`src/rtl/pwm_pkg.sv`:
```
package pwm_pkg;
  typedef enum logic {
    MODE_EDGE   = 1'b0,
    MODE_CENTER = 1'b1
  } cnt_mode_e;

  localparam int ADDR_CTRL   = 0;
  localparam int ADDR_MOD    = 1;
  localparam int ADDR_MATCH0 = 2;
endpackage

```
`src/rtl/pwm_timebase.sv`:
```
module pwm_timebase
  import pwm_pkg::*;
#(
  parameter int CNT_W = 16
) (
  input  logic             clk_i,
  input  logic             rst_ni,
  input  logic             tick_en_i,
  input  cnt_mode_e        mode_i,
  input  logic [CNT_W-1:0] mod_i,
  output logic [CNT_W-1:0] cnt_o,
  output logic             wrap_o
);
  localparam logic [CNT_W-1:0] ONE = CNT_W'(1);

  logic [CNT_W-1:0] cnt_q, cnt_d;
  logic             down_q, down_d;
  logic             at_end;

  always_comb begin
    at_end = 1'b0;
    cnt_d  = cnt_q;
    down_d = down_q;
    if (mode_i == MODE_EDGE) begin
      down_d = 1'b0;
      if (cnt_q >= mod_i) begin
        at_end = 1'b1;
        cnt_d  = '0;
      end else begin
        cnt_d = cnt_q + ONE;
      end
    end else if (!down_q) begin
      if (cnt_q >= mod_i) begin
        if (mod_i <= ONE) begin
          // degenerate period: restart without a down phase
          at_end = 1'b1;
          cnt_d  = '0;
        end else begin
          cnt_d  = mod_i - ONE;
          down_d = 1'b1;
        end
      end else begin
        cnt_d = cnt_q + ONE;
      end
    end else begin
      if (cnt_q <= ONE) begin
        at_end = 1'b1;
        cnt_d  = '0;
        down_d = 1'b0;
      end else begin
        cnt_d = cnt_q - ONE;
      end
    end
  end

  always_ff @(posedge clk_i or negedge rst_ni) begin
    if (!rst_ni) begin
      cnt_q  <= '0;
      down_q <= 1'b0;
    end else if (tick_en_i) begin
      cnt_q  <= cnt_d;
      down_q <= down_d;
    end
  end

  assign cnt_o  = cnt_q;
  assign wrap_o = tick_en_i & at_end;
endmodule

```
`src/rtl/pwm_shadow_regs.sv`:
```
module pwm_shadow_regs
  import pwm_pkg::*;
#(
  parameter int NUM_CH = 4,
  parameter int CNT_W  = 16,
  parameter int ADDR_W = 3
) (
  input  logic                          clk_i,
  input  logic                          rst_ni,
  input  logic                          wr_en_i,
  input  logic [ADDR_W-1:0]             wr_addr_i,
  input  logic [CNT_W-1:0]              wr_data_i,
  input  logic                          sync_i,
  input  logic                          wrap_i,
  output cnt_mode_e                     mode_o,
  output logic [CNT_W-1:0]              mod_o,
  output logic [NUM_CH-1:0][CNT_W-1:0]  match_o,
  output logic [NUM_CH-1:0]             pol_o,
  output logic                          pending_o
);
  localparam logic [ADDR_W-1:0] A_CTRL = ADDR_W'(ADDR_CTRL);
  localparam logic [ADDR_W-1:0] A_MOD  = ADDR_W'(ADDR_MOD);

  logic             pend_q;
  logic             load;
  logic             sel_ctrl, sel_mod;
  cnt_mode_e        mode_sh_q, mode_q;
  logic [CNT_W-1:0] mod_sh_q, mod_q;
  logic [NUM_CH-1:0] pol_q;

  assign load     = wrap_i & pend_q;
  assign sel_ctrl = wr_en_i && (wr_addr_i == A_CTRL);
  assign sel_mod  = wr_en_i && (wr_addr_i == A_MOD);

  always_ff @(posedge clk_i or negedge rst_ni) begin
    if (!rst_ni) begin
      pend_q <= 1'b0;
    end else if (sync_i) begin
      pend_q <= 1'b1;
    end else if (load) begin
      pend_q <= 1'b0;
    end
  end

  always_ff @(posedge clk_i or negedge rst_ni) begin
    if (!rst_ni) begin
      mode_sh_q <= MODE_EDGE;
      pol_q     <= '0;
    end else if (sel_ctrl) begin
      mode_sh_q <= cnt_mode_e'(wr_data_i[0]);
      pol_q     <= wr_data_i[NUM_CH:1];
    end
  end

  always_ff @(posedge clk_i or negedge rst_ni) begin
    if (!rst_ni) begin
      mod_sh_q <= '0;
    end else if (sel_mod) begin
      mod_sh_q <= wr_data_i;
    end
  end

  always_ff @(posedge clk_i or negedge rst_ni) begin
    if (!rst_ni) begin
      mode_q <= MODE_EDGE;
      mod_q  <= '0;
    end else if (load) begin
      mode_q <= mode_sh_q;
      mod_q  <= mod_sh_q;
    end
  end

  for (genvar i = 0; i < NUM_CH; i++) begin : g_match
    localparam logic [ADDR_W-1:0] A_MATCH = ADDR_W'(ADDR_MATCH0 + i);
    logic [CNT_W-1:0] sh_q, act_q;
    logic             sel;
    assign sel = wr_en_i && (wr_addr_i == A_MATCH);

    always_ff @(posedge clk_i or negedge rst_ni) begin
      if (!rst_ni) begin
        sh_q <= '0;
      end else if (sel) begin
        sh_q <= wr_data_i;
      end
    end

    always_ff @(posedge clk_i or negedge rst_ni) begin
      if (!rst_ni) begin
        act_q <= '0;
      end else if (load) begin
        act_q <= sh_q;
      end
    end

    assign match_o[i] = act_q;
  end

  assign mode_o    = mode_q;
  assign mod_o     = mod_q;
  assign pol_o     = pol_q;
  assign pending_o = pend_q;
endmodule

```
`src/rtl/pwm_channel.sv`:
```
module pwm_channel #(
  parameter int CNT_W = 16
) (
  input  logic [CNT_W-1:0] cnt_i,
  input  logic [CNT_W-1:0] match_i,
  input  logic             pol_i,
  input  logic             en_i,
  output logic             pwm_o
);
  logic raw;

  // below-match window covers 0% (match 0) and 100% (match > modulo)
  assign raw   = cnt_i < match_i;
  assign pwm_o = en_i ? (raw ^ pol_i) : pol_i;
endmodule

```
`src/rtl/pwm_aligned_timer.sv`:
```
module pwm_aligned_timer
  import pwm_pkg::*;
#(
  parameter int NUM_CH = 4,
  parameter int CNT_W  = 16,
  parameter int ADDR_W = $clog2(NUM_CH + 2)
) (
  input  logic              clk_i,
  input  logic              rst_ni,
  input  logic              tick_en_i,
  input  logic              wr_en_i,
  input  logic [ADDR_W-1:0] wr_addr_i,
  input  logic [CNT_W-1:0]  wr_data_i,
  input  logic              sync_i,
  input  logic [NUM_CH-1:0] out_en_i,
  output logic [NUM_CH-1:0] pwm_o
);
  cnt_mode_e                    mode_q;
  logic [CNT_W-1:0]             mod_q;
  logic [CNT_W-1:0]             cnt_q;
  logic                         wrap;
  logic                         pending;
  logic [NUM_CH-1:0][CNT_W-1:0] match_q;
  logic [NUM_CH-1:0]            pol_q;

  pwm_timebase #(.CNT_W(CNT_W)) u_timebase (
    .clk_i     (clk_i),
    .rst_ni    (rst_ni),
    .tick_en_i (tick_en_i),
    .mode_i    (mode_q),
    .mod_i     (mod_q),
    .cnt_o     (cnt_q),
    .wrap_o    (wrap)
  );

  pwm_shadow_regs #(
    .NUM_CH (NUM_CH),
    .CNT_W  (CNT_W),
    .ADDR_W (ADDR_W)
  ) u_regs (
    .clk_i     (clk_i),
    .rst_ni    (rst_ni),
    .wr_en_i   (wr_en_i),
    .wr_addr_i (wr_addr_i),
    .wr_data_i (wr_data_i),
    .sync_i    (sync_i),
    .wrap_i    (wrap),
    .mode_o    (mode_q),
    .mod_o     (mod_q),
    .match_o   (match_q),
    .pol_o     (pol_q),
    .pending_o (pending)
  );

  for (genvar i = 0; i < NUM_CH; i++) begin : g_ch
    pwm_channel #(.CNT_W(CNT_W)) u_ch (
      .cnt_i   (cnt_q),
      .match_i (match_q[i]),
      .pol_i   (pol_q[i]),
      .en_i    (out_en_i[i]),
      .pwm_o   (pwm_o[i])
    );
  end
endmodule

```
`config.mk`:
```
export PLATFORM = sky130hd
export DESIGN_NAME = pwm_aligned_timer
export DESIGN_NICKNAME = d
export VERILOG_FILES = /design/src/rtl/pwm_pkg.sv /design/src/rtl/pwm_timebase.sv /design/src/rtl/pwm_shadow_regs.sv /design/src/rtl/pwm_channel.sv /design/src/rtl/pwm_aligned_timer.sv
export SDC_FILE = /design/constraint.sdc
export NUM_CORES = 1
export LEC_CHECK = 0
export BUFFER_PORTS_ARGS = -buffer_cell sky130_fd_sc_hd__buf_2
export CORE_ASPECT_RATIO = 1.4
export CORE_MARGIN = 2
export CORE_UTILIZATION = 42
export DETAILED_ROUTE_END_ITERATION = 8
export SYNTH_ARGS = -nofsm -noshare
export SYNTH_HDL_FRONTEND = slang
export SYNTH_SLANG_ARGS = --single-unit
```
`constraint.sdc`:
```
create_clock -name clk_i -period 7.35 [get_ports clk_i]
set_input_delay 0.3675 -clock clk_i [delete_from_list [all_inputs] [get_ports clk_i]]
set_output_delay 0.3675 -clock clk_i [all_outputs]
set_load 0.05 [all_outputs]
```
=== Yosys cells after proc, flatten, opt, wreduce, memory -nomap -nowiden ===
Index checks and enable logic that the tools add are counted.

* Memory bits (read-only): 0
* Output and inout port bits: 4
* Memories kept: 0
* RAM bits: 0
* Bits in registers: 184
* Latch bits: 0
* Bits of input ports: 28
* Logic and storage cells: 68

* Muxes and demuxes: 23
* Div/mod/pow operators: 0
* $add $sub $neg: 3
* Reduce and logical (&&, ||, !) cells: 8
* Order comparisons: 7
* Shift operators: 0
* Bitwise operators: 6
* Equal/unequal tests: 5
* Multipliers: 0

{| class="wikitable"
|+ Operators with widths
! cell !! number
|-
| $mux 16 || 6
|-
| $lt 16x16->1 || 4
|-
| $le 16x1->1 const B || 2
|-
| $sub 16x1->16 const B || 2
|-
| $mux 1 || 17
|-
| $add 16x1->16 const B || 1
|-
| $ge 16x16->1 || 1
|-
| $eq 3x2->1 const B || 2
|-
| $eq 3x3->1 const B || 2
|-
| $logic_and 1x1->1 || 6
|-
| $xor 1x1->1 || 4
|-
| $eq 3x1->1 const B || 1
|-
| $logic_not 3->1 || 1
|-
| $and 1x1->1 || 2
|-
| $reduce_bool 2->1 || 1
|}

=== Longest topological paths before layout ===
* Word-level depth: 9
* Mapped depth: 11

=== Hierarchy ===
A second synthesis with hierarchy kept.

* Cells, all modules: 849
* Area total of the unflattened synthesis: 10090.9 um2

{| class="wikitable"
|+ Modules (own cells, without submodules)
! module !! cells an instance !! sequential area each (um2) !! area an instance (um2) !! times used
|-
| pwm_shadow_regs || 358 || 4179.0 || 6279.8 || 1
|-
| pwm_timebase || 279 || 425.4 || 2179.6 || 1
|-
| pwm_channel (g_ch[0].u_ch ...) || 53 || 0.0 || 399.1 || 3
|-
| pwm_channel (g_ch[3].u_ch) || 53 || 0.0 || 434.2 || 1
|}

=== Worst setup path before layout ===
Ideal clock, no wire load.

* Path kind: register to register
* Start point: reg u_timebase.cnt_q[0], in the netlist u_timebase.cnt_o[0]
* End point: reg u_regs.g_match[0].act_q[10]
* Required time: 7.225 ns
* Data arrival time: 2.734 ns
* Setup slack: 4.491 ns
* Period minus slack after synthesis: 2.859 ns
* Stages on the path, launching flop included: 11
* Buffers on the path: 2
* Cells stage by stage: dfrtp_1 clkbuf_1 inv_1 ha_1 nand2b_1 a2111oi_0 o31ai_1 a21o_1 o2111ai_4 buf_6 mux2_4

* Word-level cells in the longest chain between the ends: 6
* Elaborated cells between the ends (all ways): 9
* Classes of those cells: 2 x order compare; 5 x mux; 2 x bitwise

{| class="wikitable"
|+ RTL lines
! element !! RTL line !! text
|-
| from (decl) || pwm_timebase.sv:16 || <nowiki>logic [CNT_W-1:0] cnt_q, cnt_d;</nowiki>
|-
| from (signal assigned) || pwm_timebase.sv:61 || <nowiki>cnt_q <= cnt_d;</nowiki>
|-
| $ge 16x16->1 / $le 16x1->1 (equally long branches) || pwm_timebase.sv:26, pwm_timebase.sv:33, pwm_timebase.sv:46 ||
|-
| $mux 1, on equally long branches || pwm_timebase.sv:33, pwm_timebase.sv:46 ||
|-
| $mux 1 || pwm_timebase.sv:32 || <nowiki>end else if (!down_q) begin</nowiki>
|-
| $mux 1 (*) || pwm_timebase.sv:24 || <nowiki>if (mode_i == MODE_EDGE) begin</nowiki>
|-
| $and 1x1->1 (*) || pwm_timebase.sv:67 || <nowiki>assign wrap_o = tick_en_i & at_end;</nowiki>
|-
| $and 1x1->1 (*) || pwm_shadow_regs.sv:31 || <nowiki>assign load = wrap_i & pend_q;</nowiki>
|-
| to (signal assigned) || pwm_shadow_regs.sv:91 || <nowiki>act_q <= sh_q;</nowiki>
|-
| to (decl) || pwm_shadow_regs.sv:75 || <nowiki>logic [CNT_W-1:0] sh_q, act_q;</nowiki>
|}

Every way passes the cells marked *; elsewhere a longest branch is shown, timed or not.
A chain may end at the register's enable or synchronous reset.

=== Worst setup path after layout ===
* Start point: reg u_timebase.cnt_q[0], in the netlist u_timebase.cnt_o[0]
* End point: reg u_regs.mod_q[8], in the netlist u_regs.mod_o[8]

* Word-level cells in the longest chain between the ends: 6
* Elaborated cells between the ends (all ways): 9
* Classes of those cells: 2 x order compare; 5 x mux; 2 x bitwise

{| class="wikitable"
|+ RTL lines
! element !! RTL line !! text
|-
| $ge 16x16->1 / $le 16x1->1 (equally long branches) || pwm_timebase.sv:26, pwm_timebase.sv:33, pwm_timebase.sv:46 ||
|-
| $mux 1, on equally long branches || pwm_timebase.sv:33, pwm_timebase.sv:46 ||
|-
| $mux 1 || pwm_timebase.sv:32 ||
|-
| $mux 1 (*) || pwm_timebase.sv:24 ||
|-
| $and 1x1->1 (*) || pwm_timebase.sv:67 ||
|-
| $and 1x1->1 (*) || pwm_shadow_regs.sv:31 ||
|-
| to (signal assigned) || pwm_shadow_regs.sv:69 || <nowiki>mod_q <= mod_sh_q;</nowiki>
|-
| to (decl) || pwm_shadow_regs.sv:28 || <nowiki>logic [CNT_W-1:0] mod_sh_q, mod_q;</nowiki>
|}

Marks and branches as above.

==> parameters.txt <==
Parameter                              Value

Status
  Run status ... completed

Cells and area
  # nets final ... 1021
  Leading cell type in the layout, fill and taps excluded ... dfrtp_1
  ANT cells ... 0
  Register area ... 4600 sq um
  Area Overhead vs Synth ... 10.5%
  Util after Layout ... 47.0%
  Cell area after layout ... 11600 sq um
  Highest-count cells in the layout ignoring fill and taps ... dfrtp_1 (184), mux2_2 (85), inv_1 (84)
  Area taken by multi-input logic gates ... 5360 sq um
  Number of filler instances in the final layout ... 2198
  Proportion of layout cells with a drive suffix above 1 ... 27.7%

Run
  Number of max-cap violations ... 0

Placement
  Placed cell area ... 10900 sq um
  DP Worst Slack ... 3020 ps
  Number of buffers inserted by port buffering ... 31
  Placer's final routability congestion estimate ... 0.898
  Half-perimeter wire length after detailed placement ... 16900 um

Pwr
  Clock share of power ... 18.7%
  Internal power contribution ... 3130 uW
  Switching share of total power ... 37.8%
  Total power density per cell area ... 436 nW/um^2
  Reg power frac ... 35.4%
  Static Leak ... 0.00559 uW
  Worst-case vdd ir drop ... 0.000205 V
  Sw power ... 1900 uW
  Power, Total ... 5040 uW
  Share of total power in combinational logic ... 45.9%

Global routing
  Number of antenna violations at the first check in global routing ... 0
  Aggregate global routing overflow ... 0
  First-pass GRT wire length ... 38700 um
  Via count of the first global-routing pass ... 7007
  Total global routing track utilization ... 19.5%
  Largest net degree at the start of global routing ... 82

Detailed routing
  Routed via count divided by cell count ... 5.44
  Count of nets left with antenna violations after detail routing ... 0
  DRC violation count after routing ... 0
  Post-detailed-routing wire length ... 23300 um
  Number of vias after detailed routing ... 6740
  Number of iterations in the first detailed-routing pass ... 4
  Drt wl/cell ... 18.8 um
  Initial drt markers ... 489

Logic synthesis
  Register area share after synthesis ... 44.0%
  Gate count after technology mapping ... 884
  Count of flip-flops with a built-in enable after synthesis ... 0
  Synthesized netlist net count ... 993
  Distinct cell type count after synthesis ... 65
  Mean post-synth cell area ... 11.8 sq um
  Post-synthesis sequential element count ... 184
  Yosys warnings ... 0
  Most frequently used flop master after synthesis ... dfrtp_1
  Mapped Area ... 10500 sq um
  Proportion of synthesized flip-flops having asynchronous set or reset ... 100%

Clock network
  TritonCTS clock tree ... yes
  Clock root buffer ... clkbuf_16
  Depth of the CTS H-tree ... 4
  Clock input transition at the sequential cells of the worst setup and hold paths ... 80 ps
  Clock latency on the worst-skew pair ... 440 ps
  Clock buffers created by TritonCTS ... 17
  Post_cts resized ... 0
  Clock Tree Buf Depth ... 2
  Cts hold-fix bufs ... 1
  CTS Sinks ... 184
  Number of post-CTS setup repair buffers ... 0

Timing
  Sum Neg Setup Slack ... 0 ps
  Post-layout worst setup margin ... 2970 ps
  Fmax achieved ... 228 MHz
  Worst max-slew margin expressed relative to the limit ... 25.7%
  Count of final hold-check violations ... 0
  Fin. max-slew vios ... 0
  Setup repair after global routing missed its margin ... no
  Portion of the clock cycle consumed by the worst path in the final layout ... 59.6%
  Skew final ... 14.6 ps
  Min cycle time layout ... 4380 ps
  Final setup violation count ... 0
  Worst-margin pin slew ... 1110 ps

Min path
  Hold crit path type ... in2reg

Floorplan
  Area inside the core boundary ... 24600 sq um
  Floorplan die area ... 26200 sq um
  Die width ... 137 um
  Starting density of the core ... 42.6%
  Die Y ... 191 um
  Std cell rows ... 68
  Number of I/O pins ... 32

Setup path
  Critical Path Max Stage Delay ... 880 ps
  Data arrival, critical path ... 4700 ps
  Crit path required time ... 7670 ps
  Cell mode on critical path ... buf_4
  Top cell family by delay on the critical path ... buffers and inverters
  Slowest cell on the critical path ... buf_4
  Series of cell instances along the critical path ... inv_1 -> ha_1 -> nand2b_1 -> a2111oi_0 -> o31ai_1 -> a21o_1 -> o2111ai_4 -> buf_4 -> buf_4 -> mux2_4
  Type of element capturing the critical path ... flip-flop
  Largest fanout on the critical path ... 58
  Crit path launch type ... flip-flop
  Buf+Inv Stages, Crit Path ... 3
  Category of the most critical setup path ... reg2reg
==> cell type report <==
| class | count | area share (%) |
|---|---|---|
| Multi-Input combinational cell | 579 | 46.4 |
| Sequential cell | 184 | 39.8 |
| Clock buffer | 20 | 3.95 |
| Tap cell | 315 | 3.41 |
| Inverter | 84 | 2.73 |
| Timing Repair Buffer | 46 | 2.41 |
| Clock inverter | 11 | 1.28 |
==> power groups by stage <==
stage | clock network, uW | logic (uW) | registers (uW)
2_1_floorplan | 0 | 1940 | 1610
5_1_grt | 1010 | 2590 | 1840
3_5_place_dp | 0 | 2320 | 1800
3_3_place_gp | 0 | 2260 | 1800
6_report | 939 | 2310 | 1790
4_1_cts | 966 | 2330 | 1780
==> cell usage after synthesis (5+ instances only) <==
| library cell | count | area, sq um |
|---|---|---|
| dfrtp_1 | 184 | 4600 |
| mux2_2 | 85 | 957 |
| inv_1 | 84 | 315 |
| ha_1 | 81 | 1010 |
| mux2_4 | 80 | 1200 |
| nor2_1 | 31 | 116 |
| nand2_1 | 28 | 105 |
| o21ai_0 | 27 | 135 |
| a21oi_1 | 24 | 120 |
| xnor2_1 | 23 | 201 |
| a21o_1 | 20 | 150 |
| clkbuf_1 | 19 | 71.3 |
| nand3_1 | 18 | 90.1 |
| nor4_1 | 14 | 87.6 |
| nand2b_1 | 12 | 75.1 |
| nand4_1 | 11 | 68.8 |
| nor3_1 | 10 | 50.1 |
| o211ai_1 | 10 | 75.1 |
| buf_6 | 8 | 90.1 |
| or3_1 | 7 | 43.8 |
| and2_1 | 6 | 37.5 |
| xor2_1 | 6 | 52.6 |
| or4_1 | 5 | 37.5 |
==> metal layers <==
metal,vias to the layer above,part of all wire [%],global-route usage (%)
met1,3353,46,26.0
met2,116,49,31.4
met4,0,3.2,8.45
met5,-,0,0
met3,47,2.3,2.82
li1,3224,-,-
==> flip-flops by register name, summed over array words and instances, names as in the netlist <==
name and cells:
u_regs.g_match.act_q 64, u_regs.g_match.sh_q 64, u_regs.mod_o 16, u_regs.mod_sh_q 16
u_regs.mode_o 1, u_regs.mode_sh_q 1, u_regs.pending_o 1, u_regs.pol_o 4
u_timebase.cnt_o 16, u_timebase.down_q 1
==> kinds of logic (layout without fill, tap and decap cells) <==
group / after synthesis / after routing / synth area share [%]
buffers and inverters: 121 / 161 / 5.09
multiplexers: 168 / 168 / 20.9
AO/OA/AOI/OAI: 130 / 130 / 8.80
AND/OR/NAND/NOR: 171 / 171 / 9.09
adder cells (fa/ha/maj): 81 / 81 / 9.68
XOR/XNOR: 29 / 29 / 2.43
flip-flops: 184 / 184 / 44.0
==> path summary, 6_finish.rpt <==
| path | to | from | slack (ps) | depth (start not counted) |
|---|---|---|---|---|
| worst max-delay path | u_regs.mod_o[8]$_DFFE_PN0P_ | u_timebase.cnt_o[0]$_DFFE_PN0P_ | 2970 | 10 |
| worst min-delay path | u_regs.pending_o$_DFFE_PN0P_ | sync_i | 110 | 2 |
| worst max register to register | u_regs.mod_o[8]$_DFFE_PN0P_ | u_timebase.cnt_o[0]$_DFFE_PN0P_ | 2970 | 10 |
| worst min register to register | u_regs.g_match[1].act_q[0]$_DFFE_PN0P_ | u_regs.g_match[1].sh_q[0]$_DFFE_PN0P_ | 500 | 1 |
| max in group asynchronous | u_regs.g_match[0].sh_q[12]$_DFFE_PN0P_ | rst_ni | 5580 | 3 |
| min in group asynchronous | u_regs.g_match[0].act_q[1]$_DFFE_PN0P_ | rst_ni | 530 | 2 |
==> per-stage QoR <==
step,hold WS (ps),std cells
after CTS,89.2,1239
after global placement,462,1207
after floorplan,71.9,884
final,114,1239
after global routing,104,1239
after detailed placement,460,1207
Note: power is estimated with default switching activity, not from simulation.
